File: src/rtl/xbar_cfg.sv
module xbar_cfg #(
  parameter int NPORT = 32
) (
  input  logic               clk,
  input  logic               rst_n,
  input  logic               sel_n,
  input  logic               wr_n,
  input  logic [9:0]         addr,
  input  logic [NPORT/2-1:0] wdata,
  input  logic               commit_n,
  input  logic               transp,
  input  logic [NPORT-1:0]   din,
  input  logic               adv_in,
  output logic [NPORT-1:0]   dout
);
  localparam int IW   = $clog2(NPORT);
  localparam int EW   = IW + 1;
  localparam int HALF = NPORT / 2;

  logic [EW-1:0]       pend [NPORT];
  logic [EW-1:0]       act  [NPORT];
  logic [NPORT*EW-1:0] pend_flat, act_flat;
  logic [NPORT-1:0]    tgt;
  logic                transp_q;

  wire           wr_fire = !sel_n && !wr_n;
  wire           is_bc   = addr[9];
  wire           is_mc   = !addr[9] && addr[8];
  wire [EW-1:0]  new_ent = {addr[IW], addr[IW-1:0]};
  wire           direct  = wr_fire && (is_bc || transp_q);

  always_comb begin
    tgt = '0;
    if (is_bc)
      tgt = '1;
    else if (is_mc) begin
      if (addr[7]) tgt[NPORT-1:HALF] = wdata;
      else         tgt[HALF-1:0]     = wdata;
    end else
      tgt[wdata[IW-1:0]] = 1'b1;
  end

  always_ff @(posedge clk or negedge rst_n)
    if (!rst_n) transp_q <= 1'b0;
    else        transp_q <= transp;

  for (genvar i = 0; i < NPORT; i++) begin : g_out
    localparam logic [EW-1:0] RST_ENT = EW'(i);

    always_ff @(posedge clk or negedge rst_n) begin
      if (!rst_n) begin
        pend[i] <= RST_ENT;
        act[i]  <= RST_ENT;
      end else begin
        if (wr_fire && tgt[i]) pend[i] <= new_ent;
        if (direct && tgt[i])  act[i]  <= new_ent;
        else if (!commit_n)    act[i]  <= pend[i];
      end
    end

    assign dout[i] = act[i][IW] ? adv_in : din[act[i][IW-1:0]];
    assign pend_flat[i*EW +: EW] = pend[i];
    assign act_flat[i*EW +: EW]  = act[i];
  end
endmodule

File: config.mk
export PLATFORM = sky130hd
export DESIGN_NAME = xbar_cfg
export DESIGN_NICKNAME = d
export VERILOG_FILES = /design/src/rtl/xbar_cfg.sv
export SDC_FILE = /design/constraint.sdc
export NUM_CORES = 1
export LEC_CHECK = 0
export ABC_AREA = 0
export ABC_CLOCK_PERIOD_IN_PS = 5000
export BUFFER_PORTS_ARGS = -buffer_cell sky130_fd_sc_hd__buf_2
export CORE_MARGIN = 2
export CORE_UTILIZATION = 40
export CTS_CLUSTER_DIAMETER = 80
export CTS_CLUSTER_SIZE = 25
export DETAILED_ROUTE_END_ITERATION = 6
export GPL_ROUTABILITY_DRIVEN = 0
export GPL_TIMING_DRIVEN = 0
export PLACE_DENSITY = 0.58
export SLEW_MARGIN = 20
export SYNTH_ARGS = -nofsm -noshare
export SYNTH_HDL_FRONTEND = slang
export SYNTH_SLANG_ARGS = --single-unit
File: constraint.sdc
create_clock -name clk -period 5 [get_ports clk]
set_input_delay 1.5 -clock clk [delete_from_list [all_inputs] [get_ports clk]]
set_output_delay 1.5 -clock clk [all_outputs]
set_load 0.01 [all_outputs]
* Word-level counts from Yosys, hierarchy flattened *
Index checks and enable logic that the tools add are counted.

storage, ports and cells
  logic and storage cells = 369
  bits in registers = 385
  output and inout bits = 32
  input port bits = 65

cells by class
  equality and inequality tests = 32
  reductions and logical operators = 72
  $lt $le $gt $ge = 34
  mux-type cells = 166

operator list
  kind                                                                          count
  6-bit two-way mux                                                             64
  5-bit by 6-bit less-than comparator with 1-bit output, second input constant  33
  1-bit binary-select mux with 5-bit select                                     32
  1-bit logical AND                                                             68
  1-bit two-way mux                                                             65
  32-bit two-way mux                                                            2
  2-bit by 1-bit != test with 1-bit output, second input constant               32
  16-bit two-way mux                                                            2
  1-bit demux with 5-bit select                                                 1
  5-bit by 1-bit >= comparator with 1-bit output, second input constant         1
  1-bit zero test                                                               3
  1-bit logical OR                                                              1

* Depth between registers and ports, before layout *
Gate-level depths: netlist (run 1).

  depth after elaboration = 8
  mapped depth = 7
  gate-level depth less buffers = 5

* Worst setup path after synthesis (run 1) *
OpenSTA, ideal clock, no wires.

  path kind = input -> output
  from = in din[7]
  to = out dout[0]
  data required time = 3.500 ns
  data arrival time = 2.765 ns
  path slack = 0.735 ns
  buffers on the path = 2
  cell stages on the path = 6
  path through = clkbuf_1 buf_1 mux2i_1 a211oi_1 nand3_1 a41oi_1

between the ends
  word-level cells in the longest chain between the ends = 3

ends and longest elaborated chain
  element                                    line  text
  start: declaration                         12    input logic [NPORT-1:0] din,
  1-bit binary-select mux with 5-bit select  61    assign dout[i] = act[i][IW] ? adv_in : din[act[i][IW-1:0]];
  1-bit two-way mux (implied by the code)    61
  1-bit two-way mux                          61
  end: declaration                           14    output logic [NPORT-1:0] dout

Every way passes these cells. The select of a mux whose other input is x is not followed.

* Final worst setup path (run 1) *
  from = in din[14]
  to = out dout[31]

Same word-level chain as after synthesis.

==> key figures, run 1 <==
Run status
  • Violations in the final reports: DRC, setup timing
  • Run status: complete, but fails checks

Worst setup path
  • Worst EP required: 3.50 ns
  • FF-to-FF path depth: 4
  • Largest fanout on the critical path: 10
  • Signal arrival time at the worst endpoint: 3.51 ns
  • Cell mode on critical path: sky130_fd_sc_hd__buf_2
  • Critical path class: in -> out
  • List of cells traversed by the critical path: buf_2, buf_2, buf_2, mux2i_1, a31oi_1, nand3_1, a41oi_1, buf_2
  • Setup crit start kind: primary input
  • Critical path's largest stage delay: 0.40 ns
  • Endpoint kind of the worst setup timing path: output port
  • Cell at the slowest stage of the critical path: sky130_fd_sc_hd__buf_2

Timing
  • Minimum hold slack: 0.506 ns
  • Final-report setup violation count: 2
  • Max Freq: 199 MHz
  • Worst slew margin: 13.2%
  • Actual transition at the worst max-transition pin: 1.30 ns
  • Final setup margin: -0.0126 ns
  • Post-route clock skew: 0.0138 ns
  • Max-slew violation total from the final report: 0
  • Share of the clock period used by the worst path: 100%
  • Hold Vio Cnt, Final: 0
  • Post-layout min period: 5.01 ns
  • Unrepaired setup endpoints after global routing: false

Floorplan
  • Total Die Area: 72100 sq um
  • Starting density of the core: 40.2%
  • Die Span X: 269 microns
  • Placeable core region: 69700 sq um
  • Standard-cell rows: 97
  • Die height: 269 microns
  • Number of top-level pins: 97

Run
  • MaxCap Viol Count: 0

Power and ir drop
  • Leakage power figure: 12.8 nW
  • Pwr per Cell Area: 390 nW/um^2
  • Total power of the final layout: 12.0 mW
  • Worst ir drop on vdd: 0.283 mV

Layout
  • Count of filler cells inserted in the layout: 6603
  • Area growth syn-to-layout: 9.98%
  • Most frequent standard cell in the layout excluding fill and tap cells: sky130_fd_sc_hd__mux2_2
  • Commonest cells after routing, fill and taps aside: sky130_fd_sc_hd__mux2_2 (564), sky130_fd_sc_hd__mux2i_1 (478), sky130_fd_sc_hd__dfrtp_1 (225), sky130_fd_sc_hd__buf_2 (164), sky130_fd_sc_hd__nand2_1 (161)
  • Fraction of layout cells with a size suffix above 1: 37.5%
  • Fin area: 30800 sq um
  • Count of nets after finishing: 2835

CTS
  • CTS clock-pin slew for the worst setup and hold paths: 0.07 ns
  • Maximum clock path buffer count: 3
  • Number of buffers inserted to repair setup after CTS: 0
  • Clock tree from TritonCTS: built
  • # clock sinks: 385
  • Number of buffers created by CTS: 27
  • Number of H-tree levels: 1
  • Clock latency at the later pin of the worst-skew pair: 0.60 ns
  • Cell at the root of the clock tree: sky130_fd_sc_hd__clkbuf_16

Synthesis
  • Yosys cell types: 37
  • Share of the yosys chip area belonging to registers: 35.1%
  • Number of standard cells after synthesis: 2661
  • Post-synthesis cell area: 28000 sq um
  • Synth warn: 0
  • Top FF cell, synth: sky130_fd_sc_hd__dfrtp_1
  • Number of synthesized flops with an enable pin: 0
  • Syn avg cell area: 10.5 sq um
  • Fraction of registers with async set or reset after synthesis: 100%
  • Net count after synthesis: 2726
  • Number of storage elements in the synthesis netlist: 385

Min path
  • Class of the worst hold path: reg -> reg
  • Number of instances on the worst hold path: 1

Routing
  • Average wire per cell in the routed design: 27.9 microns
  • DRC: 1
  • Number of nets with antenna violations after routing: 0
  • Number of vias in the routed layout: 23329
  • Final routed wirelength across all metal layers: 104 mm
  • First-pass detailed-route iteration total: 7
  • Via density: 6.24
  • Drt initial violations: 2954

GRT
  • Overflow left after global routing: 0
  • Antenna violations before repair: 10
  • Vias in the first global route: 22498
  • First-pass GRT wire length: 151 mm
  • Gr usage total: 28.2%
  • Pin count of the biggest net entering global routing: 106

Placement
  • Worst slack after detailed placement: -0.959 ns
  • Post-Place Cell Area: 29700 sq um
  • PortBufs: 84
  • Post-DP HPWL: 71.9 mm
synthesized netlist by cell type (24+ instances only):
cell	instances	share of area [%]
sky130_fd_sc_hd__a2111oi_0	40	1.3
sky130_fd_sc_hd__a21oi_1	92	1.6
sky130_fd_sc_hd__a22o_1	32	1.0
sky130_fd_sc_hd__a22oi_1	66	1.8
sky130_fd_sc_hd__a31oi_1	52	1.2
sky130_fd_sc_hd__a41oi_1	32	1.0
sky130_fd_sc_hd__buf_2	74	1.3
sky130_fd_sc_hd__clkbuf_1	175	2.3
sky130_fd_sc_hd__dfrtp_1	225	20
sky130_fd_sc_hd__dfstp_2	160	15
sky130_fd_sc_hd__inv_1	32	0.43
sky130_fd_sc_hd__mux2_2	564	23
sky130_fd_sc_hd__mux2i_1	478	17
sky130_fd_sc_hd__nand2_1	161	2.2
sky130_fd_sc_hd__nand2b_1	44	0.98
sky130_fd_sc_hd__nand3_1	42	0.75
sky130_fd_sc_hd__nor2_1	66	0.88
sky130_fd_sc_hd__nor2_2	24	0.54
sky130_fd_sc_hd__nor2b_1	105	2.3
through the flow:
step | cells | setup TNS [ns] | util, %
after floorplan | 2661 | 0 | -
after global placement | 3685 | -1523.84 | 42.5
after detailed placement | 3689 | -17.80 | 42.7
after CTS | 3729 | 0 | 44.1
after global routing | 3732 | 0 | 44.2
final | 3738 | -0.0239 | 44.2
flip-flops by register name, indices dropped and copies added (netlist names):
| name | flops |
|---|---|
| act | 192 |
| pend | 192 |
| transp_q | 1 |
worst max-delay path: cells and delay by family:
kind | cells | cell delay [ns]
buffers and inverters | 4 | 1.19
AO/OA/AOI/OAI | 2 | 0.57
AND/OR/NAND/NOR | 1 | 0.11
multiplexers | 1 | 0.12
logic make-up after synthesis:
group	synth area share [%]
AND/OR/NAND/NOR	10.3
flip-flops	35.1
multiplexers	39.8
AO/OA/AOI/OAI	10.5
buffers and inverters	4.31
path summary, 6_finish.rpt:
check	from	end	slack, ns
max reg2reg	transp_q	act[173]	2.06
max	din[14]	dout[31]	-0.01
min	pend[81]	pend[81]	0.51
min in group asynchronous	rst_n	act[19]	0.77
min reg2reg	pend[81]	pend[81]	0.51
max in group asynchronous	rst_n	act[132]	2.56
final cells by class:
class | instances | area (sq um) | share of cell area [%]
inverter | 32 | 120 | 0.390
sequential | 385 | 9830 | 31.9
clock buffer | 33 | 729 | 2.37
tap | 940 | 1180 | 3.82
antenna | 8 | 20.0 | 0.0650
timing repair buffer | 89 | 553 | 1.80
clock inverter | 16 | 228 | 0.740
multi-input combinational | 1979 | 17000 | 55.1
buffer | 256 | 1160 | 3.77
report_power, final:
part / switching (mW) / total [mW] / internal, mW
registers: 0.547 / 4.57 / 4.02
clock network: 1.29 / 2.49 / 1.21
logic: 2.63 / 4.95 / 2.32
routing by layer:
| layer | part of all wire [%] | global-route usage, % |
|---|---|---|
| met1 | 42 | 38.5 |
| met2 | 44 | 43.4 |
| met3 | 9.9 | 5.84 |
| met4 | 3.7 | 11.6 |
| met5 | 0 | 0 |
repair_timing:
item	CTS	global route
setup endpoints to repair	30	16
hold buffers	0	0
gates cloned	0	0
gates resized for setup	44	57
Note: power is estimated with default switching activity, not from simulation.
==> inputs of run 2 (changes only) <==
--- a/config.mk
+++ b/config.mk
@@ -11,10 +11,8 @@
 export CORE_MARGIN = 2
 export CORE_UTILIZATION = 40
 export CTS_CLUSTER_DIAMETER = 80
-export CTS_CLUSTER_SIZE = 25
 export DETAILED_ROUTE_END_ITERATION = 6
 export GPL_ROUTABILITY_DRIVEN = 0
-export GPL_TIMING_DRIVEN = 0
 export PLACE_DENSITY = 0.58
 export SLEW_MARGIN = 20
 export SYNTH_ARGS = -nofsm -noshare
==> run 2 against run 1 <==
The run now ends clean. Total power grew 6.2%. Flip-flop and latch count stayed put. Critical path type unchanged. Sequential power grew 12%. Routed wire length fell by 9.5%. Combinational power down 15%. Sequential share of layout area is 0.42 points lower. Non-clock buffer count down 169. Hold slack got worse by 0.0076 ns. Via count down 4.3%. Critical endpoint is now dout[13].
==> key figures, run 2 (synthesis results as in run 1) <==
Min path
  • Endpoint of the worst hold path: pend[63]
  • Startpoint of the most critical hold path: pend[63]
  • Number of instances on the worst hold path: 1
  • Class of the worst hold path: reg -> reg

Worst setup path
  • Critical path class: in -> out
  • FF-to-FF path depth: 5
  • Endpoint kind of the worst setup timing path: output port
  • Cell mode on critical path: sky130_fd_sc_hd__buf_2
  • Setup crit start kind: primary input
  • Largest fanout on the critical path: 15
  • Worst EP required: 3.50 ns
  • Signal arrival time at the worst endpoint: 3.37 ns
  • Reg-to-reg slack, setup: 3.12 ns
  • Critical path's largest stage delay: 0.48 ns
  • Critical register-to-register path startpoint: transp_q
  • Cell at the slowest stage of the critical path: sky130_fd_sc_hd__buf_2
  • Endpoint of the worst-slack reg-to-reg timing path: act[65]
  • List of cells traversed by the critical path: buf_2, buf_12, mux2i_1, a22oi_1, a31oi_1, a41oi_1, buf_4, buf_2

Timing
  • Share of the clock period used by the worst path: 97.3%
  • Post-layout min period: 4.87 ns
  • Actual transition at the worst max-transition pin: 1.03 ns
  • Post-route clock skew: 0.0130 ns
  • Max-slew violation total from the final report: 0
  • Max Freq: 206 MHz
  • Fin Setup TNS: 0 ns
  • Final-report setup violation count: 0
  • Unrepaired setup endpoints after global routing: false
  • Final setup margin: 0.135 ns
  • Worst slew margin: 31.4%
  • Hold Vio Cnt, Final: 0

GRT
  • Antenna violations before repair: 5
  • Gr usage total: 25.7%
  • Vias in the first global route: 22065
  • First-pass GRT wire length: 139 mm
  • Overflow left after global routing: 0
  • Pin count of the biggest net entering global routing: 121

Routing
  • Via density: 6.21
  • Average wire per cell in the routed design: 26.3 microns
  • Final routed wirelength across all metal layers: 94.4 mm
  • Drt initial violations: 1769
  • Number of nets with antenna violations after routing: 0
  • First-pass detailed-route iteration total: 5
  • Number of vias in the routed layout: 22336
  • DRC: 0

Placement
  • Worst slack after detailed placement: 0.222 ns
  • Post-DP HPWL: 54.4 mm
  • PortBufs: 95

Layout
  • Fraction of layout cells with a size suffix above 1: 38.2%
  • Top Registers: act x192, pend x192, transp_q x1
  • Most frequent standard cell in the layout excluding fill and tap cells: sky130_fd_sc_hd__mux2_2
  • Area growth syn-to-layout: 11.5%
  • Count of nets after finishing: 2683
  • Commonest cells after routing, fill and taps aside: sky130_fd_sc_hd__mux2_2 (564), sky130_fd_sc_hd__mux2i_1 (478), sky130_fd_sc_hd__dfrtp_1 (225), sky130_fd_sc_hd__nand2_1 (161), sky130_fd_sc_hd__dfstp_2 (160)

Floorplan
  • Die height: 269 microns
  • Total Die Area: 72100 sq um
  • Starting density of the core: 40.2%
  • Number of top-level pins: 97
  • Die Span X: 269 microns
  • Standard-cell rows: 97
  • Placeable core region: 69700 sq um

CTS
  • Hold_buf cts: 0
  • Number of buffers created by CTS: 44
  • Post-cts resize count: 0
  • Clock tree from TritonCTS: built
  • CTS clock-pin slew for the worst setup and hold paths: 0.05 ns
  • # clock sinks: 385
  • Cell at the root of the clock tree: sky130_fd_sc_hd__clkbuf_16
  • Number of H-tree levels: 2
  • Clock latency at the later pin of the worst-skew pair: 0.59 ns
  • Maximum clock path buffer count: 3
  • Number of buffers inserted to repair setup after CTS: 0

Run
  • MaxCap Viol Count: 0

Power and ir drop
  • Worst ir drop on vdd: 0.230 mV
  • Pwr per Cell Area: 409 nW/um^2
  • Leakage power figure: 12.9 nW

Run status
  • Run status: finished clean
==> run 2: changes by cell type in the layout (fill, tap and decap cells not counted), sizes merged, moves of 4 or more <==
cell	change
buf	-4
bufinv	+4
clkbuf	-130
diode	-6
inv	-7
==> run 2: stage by stage <==
step                      power (mW)  hold slack, ns  utilization, %  std cells  cell area [sq um]
after floorplan                 8.09           0.475               -       2661              28000
after global placement          9.14           0.483            42.6       3512              29700
after detailed placement        9.31           0.490            42.6       3512              29700
after CTS                       12.8           0.501            44.8       3592              31200
after global routing            13.4           0.512            44.8       3592              31200
final                           12.7           0.498            44.8       3594              31200
==> run 2: area by class of cell <==
class                           instances  area (sq um)
Timing Repair Buffer                  176          1590
Sequential cell                       385          9830
Clock buffer                           67          1290
Multi-Input combinational cell       1979         17000
Clock inverter                         13           226
Antenna cell                            2          5.00
Tap cell                              940          1180
Fill cell                            6540         38500
Inverter                               32           120
==> run 2: worst max-delay path by stage <==
stage / from / endpoint / depth (start not counted)
finish: din[24] / dout[13] / 8
global placement: din[24] / dout[13] / 8
CTS: din[24] / dout[13] / 8
global route: din[24] / dout[13] / 8
floorplan: din[7] / dout[0] / 6
detailed placement: din[24] / dout[13] / 8
==> run 2: metal layers <==
metal	track usage [%]	share of wire, %	vias to the layer above
met5	0	0.011	-
met4	9.19	3.8	2
met3	5.18	9.0	241
met2	39.3	43	1039
met1	36.1	44	11269
li1	-	-	9785
==> run 2: where the power goes <==
part	switching, mW	internal (mW)	total (mW)
Clock	1.34	2.08	3.43
Sequential	1.07	4.03	5.10
Combinational	1.93	2.30	4.22
Total	4.34	8.41	12.7
==> run 2: critical path, delay by kind of cell <==
family / cells / cell delay [ns]
multiplexers: 1 / 0.08
buffers and inverters: 4 / 1.02
AO/OA/AOI/OAI: 3 / 0.75
